[src/rtl/dma_chan_pkg.sv]
package dma_chan_pkg;
    // status bit positions (decoded by the sequencer)
    localparam int B_RUN    = 15;
    localparam int B_PAUSE  = 14;
    localparam int B_FLUSH  = 13;
    localparam int B_WAKE   = 12;
    localparam int B_DEAD   = 11;
    localparam int B_ACTIVE = 10;
    localparam int B_BT     = 8;

    // word offsets inside the channel window
    localparam int OFF_CTRL    = 0;
    localparam int OFF_STAT    = 1;
    localparam int OFF_CPTR    = 3;
    localparam int OFF_SEL0    = 4;
    localparam int NUM_SEL     = 3;

    typedef struct packed {
        logic run;
        logic pause;
        logic wake;
        logic dead;
        logic active;
        logic bt;
    } chan_stat_t;

    typedef enum logic {
        FL_IDLE,
        FL_BUSY
    } flush_state_t;
endpackage

[src/rtl/dma_chan_status_calc.sv]
module dma_chan_status_calc
    import dma_chan_pkg::*;
#(
    parameter int DATA_W = 32
) (
    input  chan_stat_t          cur,
    input  logic                ctl_wr,
    input  logic [DATA_W-1:0]   wdata,
    input  logic                hw_kill,
    input  logic                hw_halt,
    input  logic                hw_bt_set,
    input  logic                hw_bt_clr,
    input  logic                hw_wake_clr,
    output chan_stat_t          nxt,
    output logic                flush_req,
    output logic                kick
);
    localparam int HALF = DATA_W / 2;

    logic [HALF-1:0] msk;
    logic [HALF-1:0] val;
    chan_stat_t      s;
    logic            fl;

    assign msk = wdata[DATA_W-1:HALF];
    assign val = wdata[HALF-1:0];

    always_comb begin
        s  = cur;
        fl = 1'b0;
        if (ctl_wr) begin
            if (msk[B_RUN]) begin
                if (val[B_RUN]) begin
                    s.run = 1'b1;
                end else begin
                    s.run  = 1'b0;
                    s.dead = 1'b0;
                end
            end
            if (msk[B_WAKE] && val[B_WAKE] && s.run) s.wake = 1'b1;
            if (msk[B_PAUSE]) s.pause = val[B_PAUSE];
            if (msk[B_FLUSH] && val[B_FLUSH]) fl = 1'b1;
            if (s.pause || !s.run) begin
                s.active = 1'b0;
                fl       = 1'b1;
            end else if (msk[B_RUN] || msk[B_PAUSE]) begin
                s.active = 1'b1;
            end else if (msk[B_WAKE] && val[B_WAKE]) begin
                s.active = 1'b1;
            end
        end
        // sequencer strobes land on top of the software update
        if (hw_wake_clr) s.wake = 1'b0;
        if (hw_bt_clr)   s.bt   = 1'b0;
        if (hw_bt_set)   s.bt   = 1'b1;
        if (hw_halt)     s.active = 1'b0;
        if (hw_kill) begin
            s.dead   = 1'b1;
            s.active = 1'b0;
        end
        nxt       = s;
        flush_req = fl;
        kick      = ctl_wr && s.active;
    end
endmodule

[src/rtl/dma_chan_flush_fsm.sv]
module dma_chan_flush_fsm
    import dma_chan_pkg::*;
(
    input  logic clk,
    input  logic rst_n,
    input  logic flush_req,
    input  logic flush_done,
    output logic busy
);
    flush_state_t state_q, state_d;

    always_ff @(posedge clk) begin
        if (!rst_n) state_q <= FL_IDLE;
        else        state_q <= state_d;
    end

    always_comb begin
        state_d = state_q;
        unique case (state_q)
            FL_IDLE: if (flush_req) state_d = FL_BUSY;                   // start
            FL_BUSY: if (flush_done && !flush_req) state_d = FL_IDLE;    // finish
            default: state_d = FL_IDLE;
        endcase
    end

    always_comb begin
        busy = (state_q == FL_BUSY);
    end

    // a request is visible as busy in the next cycle
    assert_flush_start_R6: assert property (@(posedge clk) disable iff (!rst_n)
        flush_req |=> busy);
    // done without a new request ends the flush
    assert_flush_end_R6: assert property (@(posedge clk) disable iff (!rst_n)
        (busy && flush_done && !flush_req) |=> !busy);
endmodule

[src/rtl/dma_chan_regs.sv]
module dma_chan_regs
    import dma_chan_pkg::*;
#(
    parameter int DATA_W       = 32,
    parameter int WINDOW_BYTES = 256,
    parameter int PTR_ALIGN    = 16
) (
    input  logic                                      clk,
    input  logic                                      rst_n,
    input  logic                                      bus_wr,
    input  logic [$clog2(WINDOW_BYTES/(DATA_W/8))-1:0] bus_addr,
    input  logic [DATA_W-1:0]                         bus_wdata,
    output logic [DATA_W-1:0]                         bus_rdata,
    input  logic                                      hw_kill,
    input  logic                                      hw_halt,
    input  logic                                      hw_bt_set,
    input  logic                                      hw_bt_clr,
    input  logic                                      hw_wake_clr,
    input  logic                                      flush_done,
    output logic [DATA_W-1:0]                         status_o,
    output logic [DATA_W-1:0]                         cmd_ptr_o,
    output logic [DATA_W-1:0]                         intr_sel_o,
    output logic [DATA_W-1:0]                         branch_sel_o,
    output logic [DATA_W-1:0]                         wait_sel_o,
    output logic                                      flush_busy_o,
    output logic                                      kick_o,
    output logic                                      fetch_o
);
    localparam int AW       = $clog2(WINDOW_BYTES / (DATA_W / 8));
    localparam int LOW_BITS = $clog2(PTR_ALIGN);
    localparam int HALF     = DATA_W / 2;

    chan_stat_t        stat_q, stat_d;
    logic              flush_req, kick_d;
    logic [DATA_W-1:0] cptr_q;
    logic [DATA_W-1:0] sel_q [NUM_SEL];
    logic              fetch_q, kick_q;
    logic              ctl_wr, cptr_wr;

    assign ctl_wr  = bus_wr && (bus_addr == AW'(OFF_CTRL));
    assign cptr_wr = bus_wr && (bus_addr == AW'(OFF_CPTR)) && !stat_q.active;

    dma_chan_status_calc #(.DATA_W(DATA_W)) i_calc (
        .cur        (stat_q),
        .ctl_wr     (ctl_wr),
        .wdata      (bus_wdata),
        .hw_kill    (hw_kill),
        .hw_halt    (hw_halt),
        .hw_bt_set  (hw_bt_set),
        .hw_bt_clr  (hw_bt_clr),
        .hw_wake_clr(hw_wake_clr),
        .nxt        (stat_d),
        .flush_req  (flush_req),
        .kick       (kick_d)
    );

    dma_chan_flush_fsm i_flush (
        .clk       (clk),
        .rst_n     (rst_n),
        .flush_req (flush_req),
        .flush_done(flush_done),
        .busy      (flush_busy_o)
    );

    always_ff @(posedge clk) begin
        if (!rst_n) begin
            stat_q  <= '0;
            cptr_q  <= '0;
            fetch_q <= 1'b0;
            kick_q  <= 1'b0;
        end else begin
            stat_q  <= stat_d;
            kick_q  <= kick_d;
            fetch_q <= cptr_wr;
            if (cptr_wr) cptr_q <= {bus_wdata[DATA_W-1:LOW_BITS], LOW_BITS'(0)};
        end
    end

    for (genvar g = 0; g < NUM_SEL; g++) begin : g_sel
        always_ff @(posedge clk) begin
            if (!rst_n) sel_q[g] <= '0;
            else if (bus_wr && bus_addr == AW'(OFF_SEL0 + g)) sel_q[g] <= bus_wdata;
        end
    end

    always_comb begin
        status_o           = '0;
        status_o[B_RUN]    = stat_q.run;
        status_o[B_PAUSE]  = stat_q.pause;
        status_o[B_FLUSH]  = flush_busy_o;
        status_o[B_WAKE]   = stat_q.wake;
        status_o[B_DEAD]   = stat_q.dead;
        status_o[B_ACTIVE] = stat_q.active;
        status_o[B_BT]     = stat_q.bt;
    end

    always_comb begin
        bus_rdata = '0;
        if (bus_addr == AW'(OFF_CTRL) || bus_addr == AW'(OFF_STAT)) bus_rdata = status_o;
        if (bus_addr == AW'(OFF_CPTR)) bus_rdata = cptr_q;
        for (int i = 0; i < NUM_SEL; i++) begin
            if (bus_addr == AW'(OFF_SEL0 + i)) bus_rdata = sel_q[i];
        end
    end

    assign cmd_ptr_o    = cptr_q;
    assign intr_sel_o   = sel_q[0];
    assign branch_sel_o = sel_q[1];
    assign wait_sel_o   = sel_q[2];
    assign kick_o       = kick_q;
    assign fetch_o      = fetch_q;

    // active only with run set and pause clear
    assert_active_needs_run_R5: assert property (@(posedge clk) disable iff (!rst_n)
        status_o[B_ACTIVE] |-> (status_o[B_RUN] && !status_o[B_PAUSE]));
    // pointer locked while active
    assert_cptr_locked_R7: assert property (@(posedge clk) disable iff (!rst_n)
        (bus_wr && bus_addr == AW'(OFF_CPTR) && status_o[B_ACTIVE])
            |=> ($stable(cmd_ptr_o) && !fetch_o));
    // a kick is only seen with the channel active
    assert_kick_active_R9: assert property (@(posedge clk) disable iff (!rst_n)
        kick_o |-> status_o[B_ACTIVE]);
    // stopping clears run and dead
    assert_run_clear_R3: assert property (@(posedge clk) disable iff (!rst_n)
        (ctl_wr && bus_wdata[HALF + B_RUN] && !bus_wdata[B_RUN] && !hw_kill)
            |=> (!status_o[B_RUN] && !status_o[B_DEAD]));
endmodule

[config.mk]
export PLATFORM = sky130hd
export DESIGN_NAME = dma_chan_regs
export DESIGN_NICKNAME = d
export VERILOG_FILES = /design/src/rtl/dma_chan_pkg.sv /design/src/rtl/dma_chan_status_calc.sv /design/src/rtl/dma_chan_flush_fsm.sv /design/src/rtl/dma_chan_regs.sv
export SDC_FILE = /design/constraint.sdc
export NUM_CORES = 1
export LEC_CHECK = 0
export BUFFER_PORTS_ARGS = -buffer_cell sky130_fd_sc_hd__buf_2
export CORE_ASPECT_RATIO = 0.6
export CORE_MARGIN = 5
export CORE_UTILIZATION = 49
export CTS_BUF_LIST = sky130_fd_sc_hd__clkbuf_8 sky130_fd_sc_hd__clkbuf_16
export CTS_CLUSTER_SIZE = 30
export DETAILED_ROUTE_END_ITERATION = 8
export PLACE_DENSITY = 0.87
export SYNTH_ARGS = -nofsm -noshare
export SYNTH_HDL_FRONTEND = slang
export SYNTH_SLANG_ARGS = --single-unit
[constraint.sdc]
create_clock -name clk -period 5.35 [get_ports clk]
set_clock_uncertainty 0.2 [all_clocks]
set_input_delay 0.535 -clock clk [delete_from_list [all_inputs] [get_ports clk]]
set_output_delay 0.535 -clock clk [all_outputs]
set_load 0.02 [all_outputs]
# Yosys cells after proc, flatten, opt, wreduce, memory -nomap -nowiden

Memory sizes are Yosys's and may differ from the RTL's.
Index checks and enable logic that the tools add are counted.

Equal/unequal tests: 6
Multiplexer cells: 39
Bitwise logic cells: 5
Reduce and logical (&&, ||, !) cells: 24

Operator list:

| cell                                                 | count |
|---|---|
| two-way mux 32 bit                                   | 7 |
| two-way mux 1 bit                                    | 28 |
| equality test 6 x 3 -> 1 bit (second input constant) | 3 |
| two-way mux 16 bit                                   | 1 |
| logical AND 1 bit                                    | 11 |
| equality test 6 x 1 -> 1 bit (second input constant) | 1 |
| equality test 6 x 2 -> 1 bit (second input constant) | 1 |
| zero test 6 bit                                      | 1 |
| nonzero test 2 bit                                   | 3 |
| two-way mux 2 bit                                    | 2 |
| zero test 1 bit                                      | 3 |
| logical OR 1 bit                                     | 3 |
| bitwise OR 1 bit                                     | 3 |
| AND reduction 3 bit                                  | 1 |
| != test 2 x 1 -> 1 bit (second input constant)       | 1 |
| NOT 1 bit                                            | 2 |
| one-hot mux 1 bit (2 select lines)                   | 1 |
| AND reduction 2 bit                                  | 1 |
| OR reduction 2 bit                                   | 1 |

Bits in registers: 37
Memory bits (writable): 96
Input port bits: 47
Output and inout port bits: 195
Memories: 1

Memory list:

| memory | depth | bits a word | rd ports | clocked after Yosys merged registers in | wr ports | RTL line            | RTL |
|---|---|---|---|---|---|---|---|
| sel_q  | 3     | 32          | 3        | 0                                       | 3        | dma_chan_regs.sv:36 | `logic [DATA_W-1:0] sel_q [NUM_SEL];` |

# Longest topological paths before layout

Gate-level depths: netlist of the first run.

Word-level depth: 11
Depth in mapped cells: 7
Gate-level depth less buffers: 4

# Hierarchy

From an unflattened synthesis of the first run, not the netlist that was laid out.

Cells, all modules: 601
Area, all modules: 6238.5 um^2

Modules (own cells, without submodules):

| module               | times used | cells an instance | area each (um^2) |
|---|---|---|---|
| dma_chan_regs        | 1          | 574               | 6042.0 |
| dma_chan_status_calc | 1          | 24                | 155.1 |
| dma_chan_flush_fsm   | 1          | 3                 | 41.3 |

# Worst setup path after synthesis of the first run

Ideal clock, no wire load.

Path kind: input port to flip-flop
From: in bus_addr[1]
To: mem sel_q[1][0] (enable)
Setup time: 0.466 ns
Data arrival time: 4.093 ns
Required time: 4.684 ns
Path slack: 0.592 ns
Stages: 6
Cell sequence: or4_1 -> clkbuf_1 -> or2_4 -> buf_2 -> buf_2 -> o21ai_0

RTL lines:

| element         | RTL line            | RTL |
|---|---|---|
| start, declared | dma_chan_regs.sv:11 | `input logic [$clog2(WINDOW_BYTES/(DATA_W/8))-1:0] bus_addr,` |
| end, declared   | dma_chan_regs.sv:36 |  |

# Worst setup path after layout of the first run

From: in bus_addr[0]
To: out bus_rdata[21]

Longest elaborated chain between the ends: 5

Ends and longest elaborated chain:

| element                          | RTL line             | RTL |
|---|---|---|
| equality test 6 x 2 -> 1 bit     | dma_chan_regs.sv:100 | `if (bus_addr == AW'(OFF_CPTR)) bus_rdata = cptr_q;` |
| two-way mux 32 bit               | dma_chan_regs.sv:100 |  |
| two-way mux 32 bit (2 in series) | dma_chan_regs.sv:102 | `if (bus_addr == AW'(OFF_SEL0 + i)) bus_rdata = sel_q[i];` |
| two-way mux 32 bit *             | dma_chan_regs.sv:102 |  |
| end, declared                    | dma_chan_regs.sv:13  | `output logic [DATA_W-1:0] bus_rdata,` |

Every way passes the cells marked *; elsewhere a longest branch is shown, timed or not.

==> results.toml, run 1 <==
[floorplanning]
die_x_microns = 155
coreArea_sq_mm = 0.0123
dieArea_sq_mm = 0.0151
io_pins = 242
row_count = 31
die_h_microns = 97.3
start_util_pct = 50.8

[power]
peakVddDrop_mv = 0.232
powerDensity_mw_per_mm2 = 337
leakagePower_nw = 3.35

[finish]
nFillCells = 1010
mostFrequentLayoutCell = "buf_2"
final_area_sq_mm = 0.00786
diodes = 0
nets = 817
final_cell_mix = "buf_2 (212), and2_1 (96), edfxtp_1 (96), nand2_1 (65), nor2_1 (63)"
fin_util_pct = 64.1
syn2layout_area_growth_pct = 26.3
drive_above_1_share_pct = 33.6

[sta]
fmax_ghz = 0.266
finalMaxSlewViolations = 0
setup_tns_ns = 0
fin_ws_ns = 1.58
period_share_pct = 70.4
hold_violations = 0
worst_pin_slew_ns = 1.29
finalSetupViolCount = 0
whs_ns = 0.109
finalCriticalPeriod_ns = 3.77
max_slew_margin_pct = 13.7
rsz0062_at_grt = "no"

[clock_tree]
htree_levels = 4
root_buffer = "clkbuf_16"
clkSlewWorstSetupHoldPaths_ns = 0.06
cts_setup_buffers = 0
cts_tree = "done"
cts_sinks = 133
clkLatencyLatePin_ns = 0.39
clockBufferDepth = 2
cts_buffers = 17
cts_hold_buffers = 0
cts.repair.resized = 0

[place]
io_buffers = 212
gp_congestion = 0.828
dp_slack_ns = 1.64
place_hpwl_mm = 13.1
placed_area_sq_mm = 0.00723

[critical_path]
crit_start = "bus_addr[0]"
cp_max_fo = 42
worstPathArrival_ns = 3.03
required_ns = 4.62
startpoint_type = "input pin"
path_common_cell = "buf_2"
max_stage_delay_ns = 0.67
crit_chain = "buf_2 -> nand2_1 -> nor2_2 -> buf_4 -> a2bb2oi_1 -> o2bb2ai_1 -> buf_2"
rr_startpoint = "status_o[10]"
worst-setup-path-type = "in -> out"
r2r_cells = 4
cp_slowest_cell = "buf_2"
r2r_slack_ns = 3.19
worst_r2r_endpoint = "cmd_ptr_o[21]"
critPathCaptureType = "output pin"

[logic_synthesis]
synth-main-ff-cell = "edfxtp_1"
seq_area_frac_synth_pct = 58.2
synth-seq-cells = 133
synth_warnings = 0
syn_area_per_cell_sq_um = 10.8
synth_edf_count = 96
netlist.area_leader.share_pct = 46.3
synth_largest_area_cell = "edfxtp_1"
syn-cell-area_sq_mm = 0.00622
async_flop_share_pct = 0
ys_top_cells_by_area = "edfxtp_1 (46%), dfxtp_1 (12%), and2_1 (9.7%)"
ys_types = 45
synth_cells = 574

[grt]
overflow = 0
antenna_found_initial = 0
track_usage_pct = 23.9
first_global_vias = 4987
grt_pass1_wl_mm = 28.1
grt_max_degree = 43

[min_path]
whs_endpoint = "status_o[12]"
holdCritPathClass = "in -> reg"
hold_depth = 2
min_from = "hw_wake_clr"

[routing]
routed_wl_mm = 18.7
routed_via_density = 5.33
vias = 5057
drt_first_iter_violations = 527
drc_errors = 0
routedWlPerCell_microns = 19.7
final_antenna_net_count = 0
dr.pass1.iters = 5

[job]
timing.max_cap.violations = 0

[outcome]
outcome = "complete, no violations"
flip-flops by register name, indices dropped and copies added, names as in the netlist:
signal / cells
sel_q: 96
fetch_o: 1
status_o: 6
cmd_ptr_o: 28
kick_o: 1
i_flush.busy: 1
per-layer routing:
layer  GRT usage (%)  share of wire, %  up-vias
li1                -                 -     2350
met3            8.54                13       16
met2            38.0                46      304
met4            5.31               1.1        0
met5               0                 0        -
met1            31.6                40     2387
worst max-delay path, delay by kind of cell:
family	cells	cell delay, ns
buf+inv	3	1.21
simple gates	2	0.96
compound gates	2	0.28
layout make-up:
type | count | area, sq um | area share, %
Sequential cell | 133 | 3620 | 46.1
Timing Repair Buffer | 218 | 1110 | 14.1
Tap cell | 165 | 206 | 2.63
Clock buffer | 19 | 453 | 5.76
Multi-Input combinational cell | 397 | 2280 | 29.0
Inverter | 3 | 11.3 | 0.143
Clock inverter | 13 | 180 | 2.29
per-stage QoR:
| step | cells | power [mW] |
|---|---|---|
| after floorplan | 602 | 1.34 |
| after global placement | 916 | 1.42 |
| after detailed placement | 916 | 1.43 |
| after CTS | 948 | 2.66 |
| after global routing | 948 | 2.73 |
| final | 948 | 2.65 |
how the worst max path moves through the flow:
stage,endpoint,cells after the start
2_1_floorplan,sel_q[1][0],6
3_3_place_gp,sel_q[0][19],4
3_5_place_dp,bus_rdata[21],7
4_1_cts,bus_rdata[21],7
5_1_grt,bus_rdata[29],7
6_report,bus_rdata[21],7
Yosys cell counts (5+ instances only):
master and count:
clkbuf_2 9, a21oi_1 39, clkbuf_1 16, o21ai_0 6, edfxtp_1 96, and2_1 96, nand2_1 65, a2bb2oi_1 21
dfxtp_1 37, a211oi_1 6, nor2_1 63, o2bb2ai_1 28, buf_6 8, buf_2 5, buf_4 30
logic make-up after synthesis:
logic type      after synthesis  synth area share, %
other cells                   1               0.0603
buf+inv                      72                 7.40
mux                           2                0.342
flops                       133                 58.2
compound gates              115                 13.2
simple gates                251                 20.8
power by group:
| part | total [mW] | switching (mW) | internal [mW] |
|---|---|---|---|
| combinational | 0.235 | 0.172 | 0.0634 |
| clock | 1.25 | 0.440 | 0.806 |
| sequential | 1.17 | 0.0247 | 1.15 |
Power figures use the tool's default switching activity.
==> inputs of run 2 (changes only) <==
==> constraint.sdc (replaced) <==
create_clock -name clk -period 3.5 [get_ports clk]
set_clock_uncertainty 0.2 [all_clocks]
set_input_delay 0.35 -clock clk [delete_from_list [all_inputs] [get_ports clk]]
set_output_delay 0.35 -clock clk [all_outputs]
set_load 0.02 [all_outputs]
==> results.toml, run 2 (synthesis results as in run 1) <==
[outcome]
outcome = "complete, no violations"

[clock_tree]
cts.repair.resized = 0
root_buffer = "clkbuf_16"
clkLatencyLatePin_ns = 0.40
htree_levels = 4
clkSlewWorstSetupHoldPaths_ns = 0.06
cts_sinks = 133
clockBufferDepth = 2
cts_hold_buffers = 5
cts_tree = "done"
cts_setup_buffers = 0
cts_buffers = 17

[finish]
drive_above_1_share_pct = 34.8
multi_input_area_sq_mm = 0.00228
mostFrequentLayoutCell = "buf_2"
syn2layout_area_growth_pct = 28.2
final-seq-area_sq_mm = 0.00362
fin_util_pct = 65.1
final_area_sq_mm = 0.00798
nFillCells = 994
stdcell_count = 967
diodes = 0
largest_reg_flops = 96
final_cell_mix = "buf_2 (212), and2_1 (96), edfxtp_1 (96), nand2_1 (65), nor2_1 (63)"
regMostFlops = "sel_q"
nets = 836

[sta]
finalSetupViolCount = 0
hold_violations = 0
fin_ws_ns = 0.535
rsz0062_at_grt = "no"
fmax_ghz = 0.337
whs_ns = 0.0146
period_share_pct = 84.7
setup_tns_ns = 0
worst_pin_slew_ns = 1.20
max_slew_margin_pct = 20.0
finalCriticalPeriod_ns = 2.97
finalMaxSlewViolations = 0

[power]
power_mw = 3.88
peakVddDrop_mv = 0.375
powerDensity_mw_per_mm2 = 487
leakagePower_nw = 3.41

[floorplanning]
die_h_microns = 97.3
die_x_microns = 155
row_count = 31
coreArea_sq_mm = 0.0123
start_util_pct = 50.8
io_pins = 242
dieArea_sq_mm = 0.0151

[min_path]
hold_depth = 3
holdCritPathClass = "in -> reg"
whs_endpoint = "cmd_ptr_o[20]"
min_from = "bus_wdata[20]"

[routing]
routedWlPerCell_microns = 19.7
met2WireLength_mm = 8.72
routed.top_layer = "met4"
drc_errors = 0
final_antenna_net_count = 0
routed_wl_mm = 19.0
routed_via_density = 5.38
drt_first_iter_violations = 349
vias = 5203
wl_met3_mm = 2.18
dr.pass1.iters = 5
wl_met1_mm = 8.03

[place]
gp_congestion = 0.849
io_buffers = 212
placed_area_sq_mm = 0.00736
place_hpwl_mm = 13.4
dp_slack_ns = 0.531
dp.cells = 930

[critical_path]
path_common_cell = "buf_2"
worstPathArrival_ns = 2.42
worst_r2r_endpoint = "cmd_ptr_o[17]"
cp_num_buf_inv = 3
required_ns = 2.95
cp_slowest_cell = "or3_1"
cp_max_fo = 14
r2r_cells = 4
cpLargestDelayFamily = "simple AND/OR/NAND/NOR gates"
critPathCaptureType = "output pin"
startpoint_type = "input pin"
r2r_slack_ns = 1.33
crit_chain = "buf_2 -> or3b_1 -> or3_1 -> buf_4 -> a2bb2oi_1 -> o2bb2ai_1 -> buf_2"
worst-setup-path-type = "in -> out"
rr_startpoint = "status_o[10]"
max_stage_delay_ns = 0.61

[grt]
antenna_found_initial = 0
grt_max_degree = 34
overflow = 0
track_usage_pct = 24.6
grt_pass1_wl_mm = 28.8
first_global_vias = 5062

[job]
timing.max_cap.violations = 0
[run 2: layout make-up]
| type | instances | area share (%) |
|---|---|---|
| flip-flops and latches | 133 | 45.4 |
| multi-input cells | 397 | 28.6 |
| repair buffers | 237 | 16.1 |
| clock buffers | 17 | 5.33 |
| well taps | 165 | 2.59 |
| clock inverters | 15 | 1.82 |
| inverters | 3 | 0.141 |
[run 2: power by group]
group | internal [mW] | switching (mW)
clock | 0.995 | 0.722
combinational | 0.106 | 0.263
sequential | 1.75 | 0.0429
total | 2.85 | 1.03
[run 2: worst max-delay path by stage]
stage / start / end / slack, ns / cells past startpoint
detailed placement: bus_addr[2] / bus_rdata[20] / 0.53 / 7
global route: bus_addr[2] / bus_rdata[20] / 0.40 / 7
finish: bus_addr[2] / bus_rdata[20] / 0.53 / 7
global placement: bus_addr[2] / bus_rdata[16] / 0.54 / 7
floorplan: bus_addr[4] / sel_q[2][0] / 0.10 / 3
CTS: bus_addr[2] / bus_rdata[16] / 0.53 / 7
[run 2: layer usage]
| layer | global-route usage (%) | vias to the layer above |
|---|---|---|
| met5 | 0 | - |
| li1 | - | 2391 |
| met3 | 6.28 | 10 |
| met4 | 5.18 | 0 |
| met2 | 38.2 | 336 |
| met1 | 34.9 | 2466 |
[run 2: worst register-to-register path: cells and delay by family, from the launching register on]
family,cells,cell delay [ns]
and+or+nand+nor,3,1.32
DFF,1,0.42
AOI/OAI and AO/OA,1,0.16
